===== src/rtl/nvm_gate_pkg.sv =====
// Shared types and constants for the nonvolatile memory power gate.
// Assumes an 8-bit data bus and two register slots at indices 0 and 1.
package nvm_gate_pkg;
    typedef enum logic [2:0] {
        PS_ACTIVE = 3'd0,
        PS_PEND   = 3'd1,
        PS_STBY   = 3'd2,
        PS_PDN    = 3'd3,
        PS_RECOV  = 3'd4
    } pwr_state_t;

    localparam int          REG_CTRL  = 0;
    localparam int          REG_STAT  = 1;
    localparam logic [7:0]  NOP_BYTE  = 8'hFF;
endpackage


===== src/rtl/nvm_busy_track.sv =====
// Operation-active flag, end-of-write pulse and sticky failure flag.
// Assumes start/done/suspend/err are single-cycle strobes from the engine.
module nvm_busy_track (
    input  logic clk,
    input  logic rst_n,
    input  logic op_start,
    input  logic op_done,
    input  logic op_suspend,
    input  logic op_err,
    input  logic err_clr,
    output logic op_busy,
    output logic eow_irq,
    output logic err_flag
);
    // Operation flag: start has priority over end.
    always_ff @(posedge clk) begin
        if (!rst_n)                      op_busy <= 1'b0;
        else if (op_start)               op_busy <= 1'b1;
        else if (op_done || op_suspend)  op_busy <= 1'b0;
    end

    // End-of-write pulse on completion only.
    always_ff @(posedge clk) begin
        if (!rst_n) eow_irq <= 1'b0;
        else        eow_irq <= op_busy && op_done && !op_start;
    end

    // Sticky failure flag: hardware set beats software clear.
    always_ff @(posedge clk) begin
        if (!rst_n)        err_flag <= 1'b0;
        else if (op_err)   err_flag <= 1'b1;
        else if (err_clr)  err_flag <= 1'b0;
    end

    a_r1_start_sets: assert property (@(posedge clk) disable iff (!rst_n)
        op_start |=> op_busy);
    a_r10_eow_needs_op: assert property (@(posedge clk) disable iff (!rst_n)
        eow_irq |-> $past(op_busy));
    a_r8_err_sticky: assert property (@(posedge clk) disable iff (!rst_n)
        (err_flag && !err_clr) |=> err_flag);
endmodule


===== src/rtl/nvm_pwr_seq.sv =====
// Power-state sequencer: active, deferred entry, standby, power-down, recovery.
// Assumes lp_req and lp_wake are strobes; recovery windows are cycle counts.
module nvm_pwr_seq
    import nvm_gate_pkg::*;
#(
    parameter int PWRUP_CYC = 16,
    parameter int RECOV_CYC = 8
) (
    input  logic clk,
    input  logic rst_n,
    input  logic lp_req,
    input  logic lp_halt,
    input  logic lp_wake,
    input  logic pd_on_wfi,
    input  logic op_busy,
    output logic arr_stby,
    output logic arr_pd,
    output logic in_recov,
    output logic mem_stall
);
    localparam int MAX_CYC = (PWRUP_CYC > RECOV_CYC) ? PWRUP_CYC : RECOV_CYC;
    localparam int CNT_W   = $clog2(MAX_CYC + 1);

    pwr_state_t       state;
    logic             tgt_pd;
    logic [CNT_W-1:0] cnt;
    logic             want_pd;

    // Target of a new request: halt/stop always powers down.
    always_comb want_pd = lp_halt || pd_on_wfi;

    // State, pending target and recovery counter.
    always_ff @(posedge clk) begin
        if (!rst_n) begin
            state  <= PS_RECOV;
            tgt_pd <= 1'b0;
            cnt    <= CNT_W'(PWRUP_CYC - 1);
        end else begin
            case (state)
                PS_ACTIVE: if (lp_req) begin
                    tgt_pd <= want_pd;
                    if (op_busy)      state <= PS_PEND;
                    else if (want_pd) state <= PS_PDN;
                    else              state <= PS_STBY;
                end
                PS_PEND: begin
                    if (lp_wake)       state <= PS_ACTIVE;
                    else if (!op_busy) state <= tgt_pd ? PS_PDN : PS_STBY;
                end
                PS_STBY: if (lp_wake) state <= PS_ACTIVE;
                PS_PDN: if (lp_wake) begin
                    state <= PS_RECOV;
                    cnt   <= CNT_W'(RECOV_CYC - 1);
                end
                PS_RECOV: begin
                    if (cnt == '0) state <= PS_ACTIVE;
                    else           cnt   <= cnt - 1'b1;
                end
                default: state <= PS_ACTIVE;
            endcase
        end
    end

    // Decoded state outputs.
    always_comb begin
        arr_stby  = (state == PS_STBY);
        arr_pd    = (state == PS_PDN);
        in_recov  = (state == PS_RECOV);
        mem_stall = (state == PS_STBY) || (state == PS_PDN) || (state == PS_RECOV);
    end

    a_r7_recov_ends: assert property (@(posedge clk) disable iff (!rst_n)
        (state == PS_RECOV && cnt == '0) |=> state == PS_ACTIVE);
    a_r6_defer_hold: assert property (@(posedge clk) disable iff (!rst_n)
        (state == PS_PEND && op_busy) |=> (state == PS_PEND || state == PS_ACTIVE));
    a_r4_stby_stays: assert property (@(posedge clk) disable iff (!rst_n)
        (state == PS_STBY && !lp_wake) |=> state == PS_STBY);
endmodule


===== src/rtl/nvm_sect_map.sv =====
// Folds per-sector activity into the 7-bit status field.
// Assumes MAIN_SECT >= 4; sectors 3 and up share status bit 3.
module nvm_sect_map #(
    parameter int MAIN_SECT = 4
) (
    input  logic                 test_busy,
    input  logic [1:0]           eep_busy,
    input  logic [MAIN_SECT-1:0] main_busy,
    output logic [6:0]           sect_stat
);
    logic upper_any;

    generate
        if (MAIN_SECT > 4) begin : g_merge
            // Several upper sectors share one bit.
            always_comb upper_any = |main_busy[MAIN_SECT-1:3];
        end else begin : g_single
            // One sector per bit.
            always_comb upper_any = main_busy[3];
        end
    endgenerate

    // Field layout: test area, emulated sectors, main sectors.
    always_comb sect_stat = {test_busy, eep_busy, upper_any, main_busy[2:0]};
endmodule


===== src/rtl/nvm_pwr_gate.sv =====
// Top: bus gating for the array, control/status registers, power sequencing.
// Assumes a single-cycle bus; read data is combinational in the request cycle.
module nvm_pwr_gate
    import nvm_gate_pkg::*;
#(
    parameter int ADDR_W    = 16,
    parameter int MAIN_SECT = 4,
    parameter int PWRUP_CYC = 16,
    parameter int RECOV_CYC = 8
) (
    input  logic                 clk,
    input  logic                 rst_n,
    input  logic                 bus_req,
    input  logic                 bus_we,
    input  logic                 bus_sel_mem,
    input  logic [ADDR_W-1:0]    bus_addr,
    input  logic [7:0]           bus_wdata,
    output logic [7:0]           bus_rdata,
    output logic                 bus_wait,
    input  logic [7:0]           mem_rdata,
    output logic [ADDR_W-1:0]    mem_addr,
    output logic [7:0]           mem_wdata,
    output logic                 mem_re,
    output logic                 mem_we,
    input  logic                 op_start,
    input  logic                 op_done,
    input  logic                 op_suspend,
    input  logic                 op_err,
    input  logic                 test_busy,
    input  logic [1:0]           eep_busy,
    input  logic [MAIN_SECT-1:0] main_busy,
    input  logic                 lp_req,
    input  logic                 lp_halt,
    input  logic                 lp_wake,
    output logic                 busy,
    output logic                 arr_stby,
    output logic                 arr_pd,
    output logic                 eow_irq,
    output logic                 irq_sel
);
    logic [1:0] ctrl_q;
    logic       op_busy, err_flag, in_recov, mem_stall;
    logic       reg_wr, ctrl_hit, stat_hit, err_clr;
    logic       mem_rd_ok, mem_wr_ok;
    logic [6:0] sect_stat;

    // Register decode for the two control slots.
    always_comb begin
        ctrl_hit = (bus_addr == ADDR_W'(REG_CTRL));
        stat_hit = (bus_addr == ADDR_W'(REG_STAT));
        reg_wr   = bus_req && bus_we && !bus_sel_mem;
        err_clr  = reg_wr && stat_hit && !bus_wdata[7];
    end

    // Control register: bit 0 power-down on wait, bit 1 interrupt source.
    always_ff @(posedge clk) begin
        if (!rst_n)                  ctrl_q <= 2'b00;
        else if (reg_wr && ctrl_hit) ctrl_q <= bus_wdata[1:0];
    end

    nvm_busy_track u_busy (
        .clk(clk), .rst_n(rst_n),
        .op_start(op_start), .op_done(op_done), .op_suspend(op_suspend),
        .op_err(op_err), .err_clr(err_clr),
        .op_busy(op_busy), .eow_irq(eow_irq), .err_flag(err_flag)
    );

    nvm_pwr_seq #(.PWRUP_CYC(PWRUP_CYC), .RECOV_CYC(RECOV_CYC)) u_seq (
        .clk(clk), .rst_n(rst_n),
        .lp_req(lp_req), .lp_halt(lp_halt), .lp_wake(lp_wake),
        .pd_on_wfi(ctrl_q[0]), .op_busy(op_busy),
        .arr_stby(arr_stby), .arr_pd(arr_pd),
        .in_recov(in_recov), .mem_stall(mem_stall)
    );

    nvm_sect_map #(.MAIN_SECT(MAIN_SECT)) u_map (
        .test_busy(test_busy), .eep_busy(eep_busy),
        .main_busy(main_busy), .sect_stat(sect_stat)
    );

    // Array-side gating: stall first, then shield while an operation runs.
    always_comb begin
        bus_wait  = bus_req && bus_sel_mem && mem_stall;
        mem_rd_ok = bus_req && bus_sel_mem && !bus_we && !mem_stall && !op_busy;
        mem_wr_ok = bus_req && bus_sel_mem &&  bus_we && !mem_stall && !op_busy;
        mem_re    = mem_rd_ok;
        mem_we    = mem_wr_ok;
        mem_addr  = bus_addr;
        mem_wdata = bus_wdata;
    end

    // Read data mux.
    always_comb begin
        if (bus_sel_mem)   bus_rdata = op_busy ? NOP_BYTE : mem_rdata;
        else if (ctrl_hit) bus_rdata = {6'b0, ctrl_q};
        else if (stat_hit) bus_rdata = {err_flag, sect_stat};
        else               bus_rdata = 8'h00;
    end

    // Flag and interrupt-source outputs.
    always_comb begin
        busy    = op_busy || in_recov;
        irq_sel = ctrl_q[1];
    end

    a_r2_busy_reads_nop: assert property (@(posedge clk) disable iff (!rst_n)
        (bus_req && bus_sel_mem && !bus_we && op_busy && !bus_wait) |-> bus_rdata == NOP_BYTE);
    a_r2_busy_no_write: assert property (@(posedge clk) disable iff (!rst_n)
        op_busy |-> !mem_we);
    a_r6_lp_after_op: assert property (@(posedge clk) disable iff (!rst_n)
        $rose(arr_pd || arr_stby) |-> $past(!op_busy));
    a_r7_recov_waits: assert property (@(posedge clk) disable iff (!rst_n)
        (busy && !op_busy && bus_req && bus_sel_mem) |-> bus_wait);
endmodule


===== config.mk =====
export PLATFORM = sky130hd
export DESIGN_NAME = nvm_pwr_gate
export DESIGN_NICKNAME = d
export VERILOG_FILES = /design/src/rtl/nvm_gate_pkg.sv /design/src/rtl/nvm_busy_track.sv /design/src/rtl/nvm_pwr_seq.sv /design/src/rtl/nvm_sect_map.sv /design/src/rtl/nvm_pwr_gate.sv
export SDC_FILE = /design/constraint.sdc
export NUM_CORES = 1
export LEC_CHECK = 0
export BUFFER_PORTS_ARGS = -buffer_cell sky130_fd_sc_hd__buf_4
export CORE_UTILIZATION = 39
export DETAILED_ROUTE_END_ITERATION = 8
export HOLD_SLACK_MARGIN = 0.05
export PLACE_DENSITY_LB_ADDON = 0.3
export SYNTH_ARGS = -nofsm -noshare
export SYNTH_HDL_FRONTEND = slang
export SYNTH_HIERARCHICAL = 1
export SYNTH_SLANG_ARGS = --single-unit

===== constraint.sdc =====
create_clock -name clk -period 3.24 [get_ports clk]
set_clock_uncertainty 0.15 [all_clocks]
set_input_delay 0.81 -clock clk [delete_from_list [all_inputs] [get_ports clk]]
set_output_delay 0.81 -clock clk [all_outputs]
set_load 0.1 [all_outputs]

==> results of run 1 <==
==> layout make-up <==
type / count / area (um^2) / area share
clock buffers: 4 / 36.3 / 0.0190
flip-flops and latches: 14 / 280 / 0.147
inverters: 6 / 22.5 / 0.0118
repair buffers: 84 / 757 / 0.396
well taps: 31 / 38.8 / 0.0203
multi-input cells: 87 / 777 / 0.406
==> Yosys cell counts, types with 2 or more instances <==
library cell and n:
o211a_1 2, nand2_1 8, nand2b_1 3, o21a_1 2, or4_1 3, o311ai_1 2
a31oi_1 2, a21oi_1 8, nor2b_1 2, or4b_1 2, nor4b_1 2, a221oi_1 2
inv_1 5, dfxtp_1 14, or4_4 2, mux2i_1 2, nor2_1 21, clkbuf_1 3
nor4_4 2, buf_4 31
==> per-layer routing <==
metal | global-route usage | vias to the layer above | share of wire | routed length, um
met4 | 0.0750 | 0 | 0.010 | 35
met2 | 0.372 | 58 | 0.53 | 1770
met5 | 0 | - | 0 | 0
li1 | - | 587 | - | -
met1 | 0.221 | 558 | 0.38 | 1290
met3 | 0.0553 | 4 | 0.075 | 250
==> repair_timing <==
action | CTS | global route
resized for setup | 41 | 1
endpoints found under the setup margin | 8 | 8
setup buffers | 1 | 0
gates cloned | 1 | 0
endpoints found under the hold margin | 0 | 0
pin swaps | 11 | 2
==> stage by stage <==
stage	setup TNS [ns]	power (uW)	hold slack [ns]	setup slack [ns]
after CTS	-0.616	621	0.339	-0.0947
after floorplan	-2.53	433	0.295	-0.510
after global routing	-1.00	643	0.370	-0.153
after global placement	-1.25	463	0.308	-0.180
after detailed placement	-1.45	467	0.326	-0.214
final	-0.672	619	0.346	-0.101
==> kinds of logic (layout without fill, tap and decap cells) <==
logic type	Yosys count	after routing	share of synthesized area
fa+ha+maj	1	1	0.0107
compound gates	26	26	0.160
flops	14	14	0.240
simple gates	58	58	0.343
mux	2	2	0.0172
buf+inv	40	94	0.229
==> power breakdown <==
part           internal [uW]  switching, uW  leakage, uW  total [uW]
combinational            103            207     0.000759         311
clock                   68.4           57.0    0.0000210         125
sequential               177           6.01     0.000114         183
total                    349            270     0.000895         619
==> state kept, by name, summed over array words and instances, names as in the netlist <==
name and cells:
u_seq/state 3, u_busy/eow_irq 1, ctrl_q 2, u_busy/err_flag 1, u_seq/cnt 5, u_seq/tgt_pd 1, u_busy/op_busy 1
==> how the worst max path moves through the flow <==
stage                   endpoint  cells past startpoint
finish              bus_rdata[1]                      7
global route        bus_rdata[1]                      7
CTS                 bus_rdata[1]                      7
detailed placement  bus_rdata[1]                      7
global placement    bus_rdata[1]                      7
floorplan                 mem_re                      3
==> flow_summary.ini, run 1 <==
[global_routing]
overflow = 0
antenna_found_initial = 0
grt_pass1_vias = 1126
grt_pass1_wl_mm = 5.04
grtUsageTotal = 0.203
grt_max_degree = 19

[clock_tree]
cts_tree = done
clockBufferDepth = 2
clockRootBuffer = clkbuf_4
htreeDepth = 1
clkTransAtPathRegs_ns = 0.09
insertion_delay_ns = 0.28
clock-sinks = 14
cts_hold_buf = 0
cts_buffers = 3

[worst_setup_path]
startpoint_type = primary input
crit_top_cell = buf_6
crit_path_max_fanout = 5
reg2reg_to = u_seq/cnt[2]
max_stage_delay_ns = 0.57
r2r_setup_slack_ns = 1.42
startpoint = bus_addr[10]
reg2reg_from = u_seq/cnt[0]
critPathTopFamily = simple AND/OR/NAND/NOR gates
arrival_ns = 2.38
reg2regPathDepth = 5
crit_chain = buf_6 > or4_4 > nor4_4 > buf_6 > a221oi_4 > nor2_4 > buf_12
worst_ep_required_time_ns = 2.28
critPathKind = primary input to primary output
cp_num_buf_inv = 3
crit_slowest_cell = or4_4
crit_path_end_kind = primary output

[run_status]
failed_checks = design-rule violations, negative setup slack
outcome = finished, violations left

[finish]
synthToLayoutAreaGrowth_pct = 63.9
layout.nets = 248
final_cell_mix = buf_4, dfxtp_1, nor2_1
fin_util = 0.682
finalInstanceArea_um2 = 1910
fillers = 219
diodes = 0
layout-drive-gt1-share = 0.621
final_common_cell = buf_4
fin_cells = 226

[pwr]
power_leakage_uw = 0.000895
p_per_area_nw_per_um2 = 324
peakVddDrop_uv = 226

[route]
viasPerCell = 5.34
wl_per_cell_um = 14.8
antenna_left = 0
vias = 1207
firstDrtPassIters = 6
drc = 11
routed_wl_mm = 3.34
drt_iter0_drc = 32

[placed_design]
place.gp.congestion = 0.711
dp_hpwl_mm = 2.41
port_buffers = 80
dpl_cell_area_um2 = 1680
placedCellCount = 220

[flow_run]
max_cap_violations = 0

[synth]
avgSynthCellArea_um2 = 8.27
ys_seq_area_frac = 0.240
synth_top_area_cell = dfxtp_1
async_flop_share = 0
netlist_area_um2 = 1170
ys_types = 43
synth.net_count = 193
synth_top_area_frac = 0.240
synth_edf_count = 0
ys_warn_count = 6
synthFlopType = dfxtp_1
synth_seq_cells = 14
ys_top_cells_by_area = dfxtp_1, buf_4, nor2_1, nor4_4, a21oi_1
synthCells = 141

[hold_path]
hold_class = flop to flop
hold_path_end = u_seq/cnt[4]
min-delay-start = u_seq/cnt[4]
whs_path_depth = 1

[timing]
fin_crit_sh = 1.03
setup_viol = 8
hold_viol = 0
rsz0062_at_grt = yes
tightest_slew_ns = 0.545
max_freq_mhz = 299
layout_min_cycle_time_ns = 3.34
fin_ws_ns = -0.101
max-slew-margin-rel = 0.632
slew_viol_final = 0

[die]
die_w_um = 56.7
initial_core_util = 0.416
die_area_um2 = 3210
io_pins = 91
core_um2 = 2810
rows = 19
die_y_um = 56.7
No activity file was read; power rests on OpenSTA's default activity.
==> inputs of run 2 (changes only) <==
SKIP_CTS_REPAIR_TIMING = 1   (was not set)
SLEW_MARGIN = 20   (was not set)
==> run 2 against run 1 <==
Effect of this change:
- the run still ends with design-rule violations, negative setup slack left
- sequential share of layout area grew 0.35 points
- non-clock buffer count shrank 1
- total power shrank 0.96%
- die area is the same
- first-iteration DRC count shrank 19%
- clock-buffer cell count is the same
- core utilization shrank 1.6 points
- register-to-register slack is essentially flat
- maximum frequency shrank 1.2%
- critical path type unchanged
==> flow_summary.ini, run 2 (same netlist as run 1, synthesis figures left out) <==
[run_status]
outcome = finished, violations left
failed_checks = design-rule violations, negative setup slack

[clock_tree]
clockBufferDepth = 2
clockRootBuffer = clkbuf_4
cts_tree = done
clkTransAtPathRegs_ns = 0.09
insertion_delay_ns = 0.28
htreeDepth = 1
cts_buffers = 3
clock-sinks = 14

[pwr]
finalPower_uw = 613
p_per_area_nw_per_um2 = 329
peakVddDrop_uv = 255
power_leakage_uw = 0.000880

[worst_setup_path]
worst_ep_required_time_ns = 2.28
crit_path_end_kind = primary output
r2r_setup_slack_ns = 1.43
crit_path_max_fanout = 5
startpoint = bus_addr[10]
reg2regPathDepth = 5
startpoint_type = primary input
arrival_ns = 2.42
reg2reg_to = u_seq/cnt[2]
critPathKind = primary input to primary output
reg2reg_from = u_seq/cnt[0]

[die]
die_area_um2 = 3210
core_um2 = 2810
rows = 19
die_w_um = 56.7
initial_core_util = 0.416
io_pins = 91
die_y_um = 56.7

[route]
drc = 10
firstDrtPassIters = 7
routed_wl_mm = 3.32
antenna_left = 0
vias = 1197
wl_per_cell_um = 14.8
drt_iter0_drc = 26
viasPerCell = 5.32

[flow_run]
max_cap_violations = 0

[timing]
setup_viol = 8
max-slew-margin-rel = 0.646
hold_viol = 0
fin_ws_ns = -0.142
tightest_slew_ns = 0.523
layout_min_cycle_time_ns = 3.38
fin_crit_sh = 1.04
rsz0062_at_grt = yes
final.setup.tns_ns = -0.996
max_freq_mhz = 296
hold_ws_ns = 0.337
slew_viol_final = 0

[finish]
regMostFlops = u_seq/cnt
largest_register_ffs = 5
diodes = 0
fin_cells = 225
final_common_cell = buf_4
layout-drive-gt1-share = 0.603
top_regs = u_seq/cnt x5, u_seq/state x3, ctrl_q x2
layout.nets = 247
synthToLayoutAreaGrowth_pct = 60.1
fillers = 221
final_cell_mix = buf_4, dfxtp_1, nor2_1

[global_routing]
grtUsageTotal = 0.177
grt_max_degree = 19
grt_pass1_vias = 1059
overflow = 0
grt_pass1_wl_mm = 4.48
antenna_found_initial = 0

[placed_design]
placedCellCount = 220
port_buffers = 80
dp_hpwl_mm = 2.41
dp_slack_ns = -0.214
place.gp.congestion = 0.711

[hold_path]
hold_class = flop to flop
hold_path_end = u_seq/cnt[4]
min-delay-start = u_seq/cnt[4]
whs_path_depth = 1
run 2: cell types whose count changed in the layout (fill, tap and decap cells not counted):
cell     previous run  this run
a21oi_4             3         1
buf_6               7         4
buf_4              69        71
a21oi_1             2         4
or4b_4              2         1
or4b_1              1         2
run 2: layer usage:
metal,global-route usage,routed length (um),part of all wire,vias to the layer above
met5,0,0,0,-
met4,0.0679,53,0.016,0
met3,0.0415,251,0.076,6
met2,0.323,1740,0.52,65
met1,0.197,1280,0.38,542
li1,-,-,-,584
run 2: stage by stage:
step | area [um^2] | util
after floorplan | 1260 | -
after global placement | 1680 | 0.597
after detailed placement | 1680 | 0.597
after CTS | 1710 | 0.610
after global routing | 1870 | 0.665
final | 1870 | 0.665
run 2: worst max-delay path, stage by stage:
cell and delay (ns):
buf_6 0.10, or4_4 0.57, nor4_4 0.35, buf_6 0.18, a21oi_1 0.11, nor2_4 0.12, buf_12 0.18
run 2: power by group:
part	internal, uW	total, uW	leakage (uW)	switching [uW]
Sequential	177	183	0.000114	6.04
Clock	68.3	123	0.0000210	55.1
Combinational	101	307	0.000745	206
Total	346	613	0.000880	267
run 2: worst max path at each step:
| stage | cells after the start | to | slack [ns] |
|---|---|---|---|
| after floorplan | 3 | mem_re | -0.51 |
| after global placement | 7 | bus_rdata[1] | -0.18 |
| after detailed placement | 7 | bus_rdata[1] | -0.21 |
| after CTS | 7 | bus_rdata[1] | -0.22 |
| after global routing | 7 | bus_rdata[3] | -0.18 |
| final | 7 | bus_rdata[3] | -0.14 |
run 2: cell type report:
class                   instances  area, um^2  share of cell area
clock buffers                   4        36.3              0.0194
multi-input cells              87         751               0.402
inverters                       6        22.5              0.0121
repair buffers                 83         738               0.395
flip-flops and latches         14         280               0.150
well taps                      31        38.8              0.0208
